`src/rtl/irq_pkg.sv`:
```
package irq_pkg;
    localparam int LVL_W = 3;
    typedef logic [LVL_W-1:0] lvl_t;
    typedef enum logic [1:0] {
        SEL_PCLR = 2'd0,
        SEL_LVL  = 2'd1,
        SEL_CTRL = 2'd2,
        SEL_NONE = 2'd3
    } sw_sel_e;
endpackage

```
`src/rtl/irq_pend_reg.sv`:
```
module irq_pend_reg #(
    parameter int N_SRC = 8,
    parameter int IDX_W = 3
) (
    input  logic             clk,
    input  logic             rst_n,
    input  logic [N_SRC-1:0] irq_req_i,
    input  logic             ack_i,
    input  logic [IDX_W-1:0] ack_idx_i,
    input  logic             clr_we_i,
    input  logic [N_SRC-1:0] clr_mask_i,
    output logic [N_SRC-1:0] pend_o
);
    typedef struct packed {
        logic [N_SRC-1:0] pend;
    } pend_st_t;

    pend_st_t st_d, st_q;

    always_comb begin
        st_d = st_q;
        if (clr_we_i) begin
            st_d.pend = st_d.pend & clr_mask_i;
        end
        if (ack_i) begin
            for (int i = 0; i < N_SRC; i++) begin
                if (ack_idx_i == IDX_W'(i)) begin
                    st_d.pend[i] = 1'b0;
                end
            end
        end
        // new requests override any clear in the same cycle
        st_d.pend = st_d.pend | irq_req_i;
    end

    always_ff @(posedge clk or negedge rst_n) begin
        if (!rst_n) begin
            st_q <= '0;
        end else begin
            st_q <= st_d;
        end
    end

    assign pend_o = st_q.pend;

    for (genvar g = 0; g < N_SRC; g++) begin : g_chk
        a_r2_req_sets: assert property (@(posedge clk) disable iff (!rst_n)
            irq_req_i[g] |=> pend_o[g]);
        a_r4_never_sw_set: assert property (@(posedge clk) disable iff (!rst_n)
            (!irq_req_i[g] && !pend_o[g]) |=> !pend_o[g]);
        a_r3_ack_clears: assert property (@(posedge clk) disable iff (!rst_n)
            (ack_i && ack_idx_i == IDX_W'(g) && !irq_req_i[g]) |=> !pend_o[g]);
        a_r3_ack_other_kept: assert property (@(posedge clk) disable iff (!rst_n)
            (ack_i && ack_idx_i != IDX_W'(g) && !clr_we_i && pend_o[g]) |=> pend_o[g]);
    end
endmodule

```
`src/rtl/irq_cfg_reg.sv`:
```
module irq_cfg_reg
    import irq_pkg::*;
#(
    parameter int N_SRC = 8,
    parameter int IDX_W = 3
) (
    input  logic                        clk,
    input  logic                        rst_n,
    input  logic                        lvl_we_i,
    input  logic                        ctrl_we_i,
    input  logic [IDX_W-1:0]            idx_i,
    input  logic [LVL_W:0]              data_i,
    output logic                        en_o,
    output lvl_t                        ipl_o,
    output logic [N_SRC-1:0][LVL_W-1:0] lvl_o,
    output lvl_t                        lvl_rd_o
);
    typedef struct packed {
        logic                        en;
        lvl_t                        ipl;
        logic [N_SRC-1:0][LVL_W-1:0] lvl;
    } cfg_st_t;

    cfg_st_t st_d, st_q;

    always_comb begin
        st_d = st_q;
        if (lvl_we_i) begin
            for (int i = 0; i < N_SRC; i++) begin
                if (idx_i == IDX_W'(i)) begin
                    st_d.lvl[i] = data_i[LVL_W-1:0];
                end
            end
        end
        if (ctrl_we_i) begin
            st_d.en  = data_i[0];
            st_d.ipl = data_i[LVL_W:1];
        end
    end

    always_ff @(posedge clk or negedge rst_n) begin
        if (!rst_n) begin
            st_q <= '0;
        end else begin
            st_q <= st_d;
        end
    end

    always_comb begin
        lvl_rd_o = '0;
        for (int i = 0; i < N_SRC; i++) begin
            if (idx_i == IDX_W'(i)) begin
                lvl_rd_o = st_q.lvl[i];
            end
        end
    end

    assign en_o  = st_q.en;
    assign ipl_o = st_q.ipl;
    assign lvl_o = st_q.lvl;

    a_r8_ctrl_untouched: assert property (@(posedge clk) disable iff (!rst_n)
        !ctrl_we_i |=> ($stable(en_o) && $stable(ipl_o)));
    a_r8_levels_untouched: assert property (@(posedge clk) disable iff (!rst_n)
        !lvl_we_i |=> $stable(lvl_o));
endmodule

```
`src/rtl/irq_arbiter.sv`:
```
module irq_arbiter
    import irq_pkg::*;
#(
    parameter int N_SRC = 8,
    parameter int IDX_W = 3
) (
    input  logic [N_SRC-1:0]            pend_i,
    input  logic [N_SRC-1:0][LVL_W-1:0] lvl_i,
    input  logic                        en_i,
    input  lvl_t                        ipl_i,
    output logic                        req_o,
    output logic [IDX_W-1:0]            idx_o,
    output lvl_t                        lvl_o
);
    logic [N_SRC-1:0] elig;

    for (genvar g = 0; g < N_SRC; g++) begin : g_elig
        assign elig[g] = en_i && pend_i[g] && (lvl_i[g] > ipl_i);
    end

    always_comb begin
        req_o = 1'b0;
        idx_o = '0;
        lvl_o = '0;
        // ascending scan with strict compare keeps the lowest index on ties
        for (int i = 0; i < N_SRC; i++) begin
            if (elig[i] && (!req_o || lvl_i[i] > lvl_o)) begin
                req_o = 1'b1;
                idx_o = IDX_W'(i);
                lvl_o = lvl_i[i];
            end
        end
    end
endmodule

```
`src/rtl/irq_prio_ctrl.sv`:
```
module irq_prio_ctrl
    import irq_pkg::*;
#(
    parameter int N_SRC = 8,
    localparam int IDX_W = (N_SRC > 1) ? $clog2(N_SRC) : 1,
    localparam int WD_W  = (N_SRC > LVL_W + 1) ? N_SRC : LVL_W + 1
) (
    input  logic             clk,
    input  logic             rst_n,
    input  logic [N_SRC-1:0] irq_req_i,
    input  logic             ack_i,
    input  logic [IDX_W-1:0] ack_idx_i,
    input  logic             sw_we_i,
    input  logic [1:0]       sw_sel_i,
    input  logic [IDX_W-1:0] sw_idx_i,
    input  logic [WD_W-1:0]  sw_wdata_i,
    output logic [N_SRC-1:0] pend_o,
    output logic             en_o,
    output logic [2:0]       ipl_o,
    output logic [2:0]       lvl_rd_o,
    output logic             cpu_req_o,
    output logic [IDX_W-1:0] cpu_idx_o,
    output logic [2:0]       cpu_lvl_o
);
    sw_sel_e                     sel;
    logic                        clr_we, lvl_we, ctrl_we;
    logic [N_SRC-1:0][LVL_W-1:0] lvl_all;

    assign sel     = sw_sel_e'(sw_sel_i);
    assign clr_we  = sw_we_i && (sel == SEL_PCLR);
    assign lvl_we  = sw_we_i && (sel == SEL_LVL);
    assign ctrl_we = sw_we_i && (sel == SEL_CTRL);

    irq_pend_reg #(.N_SRC(N_SRC), .IDX_W(IDX_W)) i_pend (
        .clk        (clk),
        .rst_n      (rst_n),
        .irq_req_i  (irq_req_i),
        .ack_i      (ack_i),
        .ack_idx_i  (ack_idx_i),
        .clr_we_i   (clr_we),
        .clr_mask_i (sw_wdata_i[N_SRC-1:0]),
        .pend_o     (pend_o)
    );

    irq_cfg_reg #(.N_SRC(N_SRC), .IDX_W(IDX_W)) i_cfg (
        .clk       (clk),
        .rst_n     (rst_n),
        .lvl_we_i  (lvl_we),
        .ctrl_we_i (ctrl_we),
        .idx_i     (sw_idx_i),
        .data_i    (sw_wdata_i[LVL_W:0]),
        .en_o      (en_o),
        .ipl_o     (ipl_o),
        .lvl_o     (lvl_all),
        .lvl_rd_o  (lvl_rd_o)
    );

    irq_arbiter #(.N_SRC(N_SRC), .IDX_W(IDX_W)) i_arb (
        .pend_i (pend_o),
        .lvl_i  (lvl_all),
        .en_i   (en_o),
        .ipl_i  (ipl_o),
        .req_o  (cpu_req_o),
        .idx_o  (cpu_idx_o),
        .lvl_o  (cpu_lvl_o)
    );

    a_r1_gate_off: assert property (@(posedge clk) disable iff (!rst_n)
        !en_o |-> !cpu_req_o);
    a_r6_above_ipl: assert property (@(posedge clk) disable iff (!rst_n)
        cpu_req_o |-> (cpu_lvl_o > ipl_o));
    a_r5_no_level0: assert property (@(posedge clk) disable iff (!rst_n)
        cpu_req_o |-> (cpu_lvl_o != 3'd0));

    for (genvar g = 0; g < N_SRC; g++) begin : g_win
        a_r7_no_better: assert property (@(posedge clk) disable iff (!rst_n)
            (en_o && pend_o[g] && lvl_all[g] > ipl_o) |-> (cpu_req_o && cpu_lvl_o >= lvl_all[g]));
        a_r7_tie_low: assert property (@(posedge clk) disable iff (!rst_n)
            (en_o && pend_o[g] && lvl_all[g] > ipl_o && cpu_lvl_o == lvl_all[g])
                |-> (cpu_idx_o <= IDX_W'(g)));
    end
    a_r7_winner_pending: assert property (@(posedge clk) disable iff (!rst_n)
        cpu_req_o |-> pend_o[cpu_idx_o]);
endmodule

```
`config.mk`:
```
export PLATFORM = sky130hd
export DESIGN_NAME = irq_prio_ctrl
export DESIGN_NICKNAME = d
export VERILOG_FILES = /design/src/rtl/irq_pkg.sv /design/src/rtl/irq_pend_reg.sv /design/src/rtl/irq_cfg_reg.sv /design/src/rtl/irq_arbiter.sv /design/src/rtl/irq_prio_ctrl.sv
export SDC_FILE = /design/constraint.sdc
export NUM_CORES = 1
export LEC_CHECK = 0
export ABC_AREA = 1
export BUFFER_PORTS_ARGS = -buffer_cell sky130_fd_sc_hd__buf_2
export CORE_UTILIZATION = 40
export CTS_CLUSTER_SIZE = 12
export DETAILED_ROUTE_END_ITERATION = 7
export GPL_TIMING_DRIVEN = 0
export SLEW_MARGIN = 20
export SYNTH_ARGS = -nofsm -noshare
export SYNTH_HDL_FRONTEND = slang
export SYNTH_SLANG_ARGS = --single-unit
```
`constraint.sdc`:
```
create_clock -name clk -period 10.2 [get_ports clk]
set_input_delay 1.53 -clock clk [delete_from_list [all_inputs] [get_ports clk]]
set_output_delay 1.53 -clock clk [all_outputs]
set_load 0.02 [all_outputs]
```
== After elaboration in Yosys (flattened, before gate mapping) ==
Index checks and enable logic that the tools add are counted.

* Magnitude comparators: 15
* Eq/ne operators: 16
* Multiplexer cells: 41
* Bitwise gates (word level): 2
* Reductions and logical operators: 51

{| class="wikitable"
|+ Operators by type and width
! kind !! count
|-
| $mux 3 || 20
|-
| $gt 3x3->1 || 15
|-
| $logic_and 1x1->1 || 26
|-
| $eq 3x3->1 const B || 8
|-
| $mux 1 || 17
|-
| $mux 8 || 2
|-
| $reduce_and 2->1 || 8
|-
| $eq 3x2->1 const B || 4
|-
| $and 8x8->8 || 1
|-
| $or 8x8->8 || 1
|-
| $logic_not 1->1 || 7
|-
| $logic_or 1x1->1 || 7
|-
| $eq 3x1->1 const B || 2
|-
| $logic_not 3->1 || 2
|-
| $mux 2 || 2
|-
| $eq 2x1->1 const B || 1
|-
| $eq 2x2->1 const B || 1
|-
| $logic_not 2->1 || 1
|}

* Flip-flop bits (word level): 36
* Bits of input ports: 28
* Output and inout bits: 22
* Word-level logic and storage cells: 136

== Depth between registers and ports, before layout ==
* Depth after elaboration: 31
* Gate-level depth with buffers: 72
* Mapped depth without buffers: 72

== Cells and area by module ==
Synthesis repeated with hierarchy kept, for this count alone.

* Cell total of the unflattened synthesis: 499
* Area, all modules: 3398.3 sq um

{| class="wikitable"
|+ By module, submodules not included
! module !! instances !! cells each !! area an instance (sq um) !! sequential area each (sq um)
|-
| irq_arbiter || 1 || 273 || 1617.8 || 0.0
|-
| irq_cfg_reg || 1 || 142 || 1277.5 || 700.7
|-
| irq_pend_reg || 1 || 77 || 476.7 || 200.2
|-
| irq_prio_ctrl || 1 || 7 || 26.3 || 0.0
|}

== Worst setup path after synthesis ==
OpenSTA, ideal clock, no wires.

* Path kind: reg2out
* Start point: register i_cfg.st_q (netlist bit i_cfg.ipl_o[2])
* End point: output port cpu_idx_o[1]
* Arrival time: 7.915 ns
* Data required time: 8.670 ns
* Setup slack: 0.755 ns
* Stages on the path, launching flop included: 71
* Buffers on the path: 0
* Cell sequence: dfrtp_1 -> inv_1 -> ha_1 -> nand2_1 -> nand2_1 -> inv_1 -> nand2_1 -> nand2_4 -> nor2_1 -> inv_1 -> ha_1 -> a21oi_1 -> nand2_1 -> nand2_1 -> nand2_1 -> nand2_1 -> nand2_1 -> and2_1 -> [... 35 more ...] -> o21ai_0 -> nand2_1 -> o21ai_1 -> nand2_2 -> inv_1 -> nand2_1 -> nand2_1 -> ha_1 -> nand2_1 -> o21ai_0 -> nand2_1 -> nand2_1 -> inv_2 -> nor2_4 -> inv_2 -> nand2_1 -> inv_1 -> nand2_1

* Longest elaborated chain between the ends: 31
* Elaborated cells on any way between the ends: 64
* Classes of those cells: order compare (15); mux (20); reduce/logical (29)

{| class="wikitable"
|+ RTL lines
! what !! line !! text
|-
| start, declared || irq_cfg_reg.sv:24 || <nowiki>cfg_st_t st_d, st_q;</nowiki>
|-
| start signal, assigned || irq_cfg_reg.sv:45 || <nowiki>st_q <= st_d;</nowiki>
|-
| $gt 3x3->1 || irq_arbiter.sv:18 || <nowiki>assign elig[g] = en_i && pend_i[g] && (lvl_i[g] > ipl_i);</nowiki>
|-
| $logic_and 1x1->1 || irq_arbiter.sv:18 ||
|-
| $mux 3 / $mux 1 (equally long branches) || irq_arbiter.sv:27 || <nowiki>if (elig[i] && (!req_o || lvl_i[i] > lvl_o)) begin</nowiki>
|-
| $gt 3x3->1 / $logic_not 1->1 (equally long branches) || irq_arbiter.sv:27 ||
|-
| $logic_or 1x1->1 || irq_arbiter.sv:27 ||
|-
| $logic_and 1x1->1 || irq_arbiter.sv:27 ||
|-
| $mux 3 / $mux 1 (equally long branches) || irq_arbiter.sv:27 ||
|-
| $gt 3x3->1 / $logic_not 1->1 (equally long branches) || irq_arbiter.sv:27 ||
|-
| [... 15 more ...] || -- ||
|-
| $gt 3x3->1 / $logic_not 1->1 (equally long branches) || irq_arbiter.sv:27 ||
|-
| $logic_or 1x1->1 || irq_arbiter.sv:27 ||
|-
| $logic_and 1x1->1 || irq_arbiter.sv:27 ||
|-
| $mux 3 / $mux 1 (equally long branches) || irq_arbiter.sv:27 ||
|-
| $gt 3x3->1 / $logic_not 1->1 (equally long branches) || irq_arbiter.sv:27 ||
|-
| $logic_or 1x1->1 || irq_arbiter.sv:27 ||
|-
| $logic_and 1x1->1 || irq_arbiter.sv:27 ||
|-
| $mux 3 * || irq_arbiter.sv:27 ||
|-
| end, declared || irq_prio_ctrl.sv:22 || <nowiki>output logic [IDX_W-1:0] cpu_idx_o,</nowiki>
|}

Mark *: on every way between the ends. The rest lies on a longest branch, timed or not.

== Worst setup path in the final report ==
* Start point: register i_cfg.st_q (netlist bit i_cfg.ipl_o[2])
* End point: output port cpu_idx_o[2]

The elaborated chain is that of the path after synthesis.

==> impl_results.html <==
<table>
<tr><th>Metric</th><th>Value</th></tr>
<tr><th colspan="2">Clock tree</th></tr>
<tr><td>Number of buffers added by the clock tree synthesis step</td><td>5</td></tr>
<tr><td>Buffer depth of the longest clock path</td><td>2</td></tr>
<tr><td>Clock-pin transition on the worst setup and hold timing paths</td><td>0.07 ns</td></tr>
<tr><td>Root buf cell</td><td>clkbuf_8</td></tr>
<tr><td>Skew-Pair Late Insertion Delay</td><td>0.29 ns</td></tr>
<tr><td>Number of sinks handled by clock tree synthesis</td><td>36</td></tr>
<tr><td>TritonCTS clock tree</td><td>built</td></tr>
<tr><td>Number of H-tree branching levels</td><td>2</td></tr>
<tr><th colspan="2">Floorplanning</th></tr>
<tr><td>Number of standard-cell rows in the floorplan</td><td>32</td></tr>
<tr><td>Horizontal die dimension</td><td>91.4 um</td></tr>
<tr><td>Area of the core region</td><td>7730 um^2</td></tr>
<tr><td>Starting density of the core</td><td>0.414</td></tr>
<tr><td>Die height</td><td>between 90 and 100 um</td></tr>
<tr><td>Floorplan die area</td><td>8360 um^2</td></tr>
<tr><td>IO Pins</td><td>50</td></tr>
<tr><th colspan="2">Worst setup path</th></tr>
<tr><td>Crit Path Category</td><td>flip-flop to output port</td></tr>
<tr><td>Cell with the biggest individual delay on the critical path</td><td>dfrtp_1</td></tr>
<tr><td>Count of buffering cells on the critical path with inverters included</td><td>11</td></tr>
<tr><td>Worst endpoint data arrival time</td><td>8.50 ns</td></tr>
<tr><td>Family with the most delay on the worst path</td><td>simple AND/OR/NAND/NOR gates</td></tr>
<tr><td>Sort of element at the start of the critical path</td><td>flip-flop</td></tr>
<tr><td>CP max stage delay</td><td>0.39 ns</td></tr>
<tr><td>Kind of capture point of the worst setup path</td><td>output port</td></tr>
<tr><td>Required time of the worst setup path</td><td>8.67 ns</td></tr>
<tr><td>Highest fanout seen on the critical path</td><td>5</td></tr>
<tr><th colspan="2">Yosys</th></tr>
<tr><td>Cell variety after synth</td><td>33</td></tr>
<tr><td>Post-Syn Nets</td><td>roughly 520</td></tr>
<tr><td>Yosys warns</td><td>0</td></tr>
<tr><td>Seq/Total Area, Yosys</td><td>0.282</td></tr>
<tr><td>Per-instance average area after synthesis</td><td>7.09 um^2</td></tr>
<tr><td>Area contributors post-synth</td><td>dfrtp_1, ha_1, nand2_1</td></tr>
<tr><td>Total of flip-flops plus latches after synthesis</td><td>36</td></tr>
<tr><td>Top-area cell type share of the netlist area</td><td>0.282</td></tr>
<tr><td>Cell type with the largest total area after synthesis</td><td>dfrtp_1</td></tr>
<tr><td>Synthesized netlist cell count</td><td>around 450</td></tr>
<tr><td>Post-synthesis cell area</td><td>about 3200 um^2</td></tr>
<tr><th colspan="2">Run</th></tr>
<tr><td>Number of maximum-capacitance violations</td><td>0</td></tr>
<tr><th colspan="2">STA</th></tr>
<tr><td>Number of endpoints with negative hold slack in the final report</td><td>0</td></tr>
<tr><td>Final setup margin</td><td>0.172 ns</td></tr>
<tr><td>Final setup fails</td><td>0</td></tr>
<tr><td>Final hold slack</td><td>just under 0.6 ns</td></tr>
<tr><td>Skew final</td><td>0 ns</td></tr>
<tr><td>Setup repair after global routing missed its margin</td><td>true</td></tr>
<tr><td>Rel. slew slack</td><td>0.421</td></tr>
<tr><td>Clock period minus final worst setup slack</td><td>~10 ns</td></tr>
<tr><td>Number of max-slew violations in the final report</td><td>0</td></tr>
<tr><td>Maximum operating frequency</td><td>about 100 MHz</td></tr>
<tr><td>Fraction of the cycle the final worst path needs</td><td>0.983</td></tr>
<tr><td>Tightest Pin Transition</td><td>0.861 ns</td></tr>
<tr><th colspan="2">Finish</th></tr>
<tr><td>Area growth syn-to-layout</td><td>43.1%</td></tr>
<tr><td>Ratio of cells with drive above 1 in the final layout</td><td>0.399</td></tr>
<tr><td>Number of cells in the finished layout apart from fillers</td><td>around 630</td></tr>
<tr><td>Post-layout nets</td><td>602</td></tr>
<tr><td>Fillers</td><td>between 600 and 700</td></tr>
<tr><td>Share of the core filled with cells in the final layout</td><td>0.592</td></tr>
<tr><td>Layout Cell Area excl Fill</td><td>4580 um^2</td></tr>
<tr><td>Antenna diode count</td><td>0</td></tr>
<tr><th colspan="2">Global route</th></tr>
<tr><td>Number of global-route vias before repair</td><td>between 3000 and 4000</td></tr>
<tr><td>Initial antenna violation count</td><td>0</td></tr>
<tr><td>Wire length of the first global-routing pass</td><td>15000 um</td></tr>
<tr><td>Total overflow reported by the global router</td><td>0</td></tr>
<tr><td>Largest net degree at the start of global routing</td><td>37</td></tr>
<tr><td>Overall fraction of global-route tracks in use</td><td>0.231</td></tr>
<tr><th colspan="2">Power</th></tr>
<tr><td>Leakage power</td><td>roughly 0.0022 uW</td></tr>
<tr><td>Peak ir drop on the vdd network</td><td>0.112 mV</td></tr>
<tr><td>Power per standard cell area</td><td>253 nW/um^2</td></tr>
<tr><th colspan="2">Routing</th></tr>
<tr><td>Post-Route WL</td><td>10000 um</td></tr>
<tr><td>Routed len/inst</td><td>roughly 16 um</td></tr>
<tr><td>Post-route DRC</td><td>0</td></tr>
<tr><td>DR vias</td><td>3334</td></tr>
<tr><td>Number of vias per cell after detailed routing</td><td>between 5 and 6</td></tr>
<tr><td>Detail Route Antenna Nets</td><td>0</td></tr>
<tr><td>Router iterations before antenna repair</td><td>4</td></tr>
<tr><td>Iter 0 DRT Violations</td><td>71</td></tr>
<tr><th colspan="2">Placed design</th></tr>
<tr><td>Post-placement cell count</td><td>600</td></tr>
<tr><td>GP Congestion</td><td>0.815</td></tr>
<tr><td>HPWL reported at the end of detailed placement</td><td>7040 um</td></tr>
<tr><td>Worst setup slack before clock tree synthesis</td><td>-0.431 ns</td></tr>
<tr><td>Placed instance area</td><td>3560 um^2</td></tr>
<tr><td>Port Buffer Count</td><td>47</td></tr>
<tr><th colspan="2">Hold path</th></tr>
<tr><td>Path category of the worst min-delay check</td><td>flip-flop to flip-flop</td></tr>
<tr><th colspan="2">Run status</th></tr>
<tr><td>Result of the run</td><td>completed</td></tr>
</table>
## layout make-up
type / instances / area [um^2] / share of cell area
Buffer: 3 / 18.8 / 0.00410
Clock buffer: 7 / 96.3 / 0.0210
Inverter: 59 / 246 / 0.0538
Multi-Input combinational cell: 353 / 2730 / 0.596
Sequential cell: 36 / 902 / 0.197
Tap cell: 102 / 128 / 0.0279
Timing Repair Buffer: 71 / 457 / 0.0998
## logic make-up (layout without fill, tap and decap cells)
group / Yosys count / in the layout / synth area share
adders and majority gates: 45 / 45 / 0.176
and+or+nand+nor: 224 / 224 / 0.317
DFF: 36 / 36 / 0.282
AOI/OAI and AO/OA: 84 / 84 / 0.151
buffers and inverters: 62 / 140 / 0.0751
## sequential cells by signal (all words and copies together) (netlist names)
name           flops
i_pend.pend_o      8
i_cfg.lvl_o       24
i_cfg.ipl_o        3
i_cfg.en_o         1
## repair_timing
item,CTS,global route
endpoints found under the setup margin,6,6
resized for setup,32,135
hold buffers,0,0
buffers inserted,9,15
pin swaps,5,66
## synthesized netlist by cell type
cell and count:
nand2_1 104, inv_1 51, nand3_1 48, ha_1 45, o21ai_0 44, dfrtp_1 36
nor2_1 31, a21oi_1 17, nand2_2 10, and2_1 9, inv_2 8, o21bai_1 8
nor3_1 6, nor4_1 5, nand4_1 4, nand3b_1 3, o22ai_1 3, a21oi_2 2
a221oi_1 2, clkbuf_1 2, a2111oi_0 1, a211oi_1 1, a32oi_1 1, buf_6 1
nand2_4 1, nand3_2 1, nor2_2 1, nor2_4 1, o2111ai_1 1, o211ai_1 1
o21a_1 1, o21ai_1 1, o221ai_1 1
## report_power, final
part,internal [uW],switching [uW],leakage [uW],total (uW)
clock network,60.1,49.6,0.0000503,110
logic,378,463,0.00176,840
registers,169,37.9,0.000401,207
total,607,550,0.00221,1160
## worst reg2reg max path: stages, from the launching register on
cell and delay, ns:
dfrtp_1 0.39, clkinvlp_4 0.13, buf_4 0.21, a21oi_1 0.13
## path summary, 6_finish.rpt
check	startpoint	slack, ns	cells after the start	end
setup / recovery	i_cfg.ipl_o[2]$_DFFE_PN0P_	0.17	70	cpu_idx_o[2]
hold / removal	i_pend.pend_o[7]$_DFF_PN0_	0.58	2	i_pend.pend_o[7]$_DFF_PN0_
setup reg to reg	i_cfg.ipl_o[2]$_DFFE_PN0P_	9.26	3	i_cfg.ipl_o[2]$_DFFE_PN0P_
hold reg to reg	i_pend.pend_o[7]$_DFF_PN0_	0.58	2	i_pend.pend_o[7]$_DFF_PN0_
max in group asynchronous	rst_n	8.33	1	i_cfg.ipl_o[0]$_DFFE_PN0P_
min in group asynchronous	rst_n	1.32	1	i_pend.pend_o[6]$_DFF_PN0_
## placed cells by master (no fill, tap or decap), types with 10 or more instances in the layout
master and instances:
buf_4 23, o21ai_0 38, nor2_1 29, inv_1 43
a21oi_1 10, dfrtp_1 35, nand2_4 19, buf_2 41
nand3_1 31, nand2_1 61, ha_4 17, nand3_4 12
nand2_2 35, ha_1 28
## routing by layer
layer | global-route usage | vias up | routed length [um]
met5 | 0 | - | 0
met3 | 0.0402 | 22 | 409
li1 | - | 1685 | -
met2 | 0.395 | 78 | 4870
met4 | 0.0794 | 0 | 270
met1 | 0.290 | 1549 | 4490
## per-stage QoR
step,power [uW],setup TNS (ns)
2_1_floorplan,570,0
3_3_place_gp,690,-1.46
3_5_place_dp,707,-2.30
4_1_cts,873,0
5_1_grt,1250,-1.94
6_report,1160,0
No activity file was read; power rests on OpenSTA's default activity.
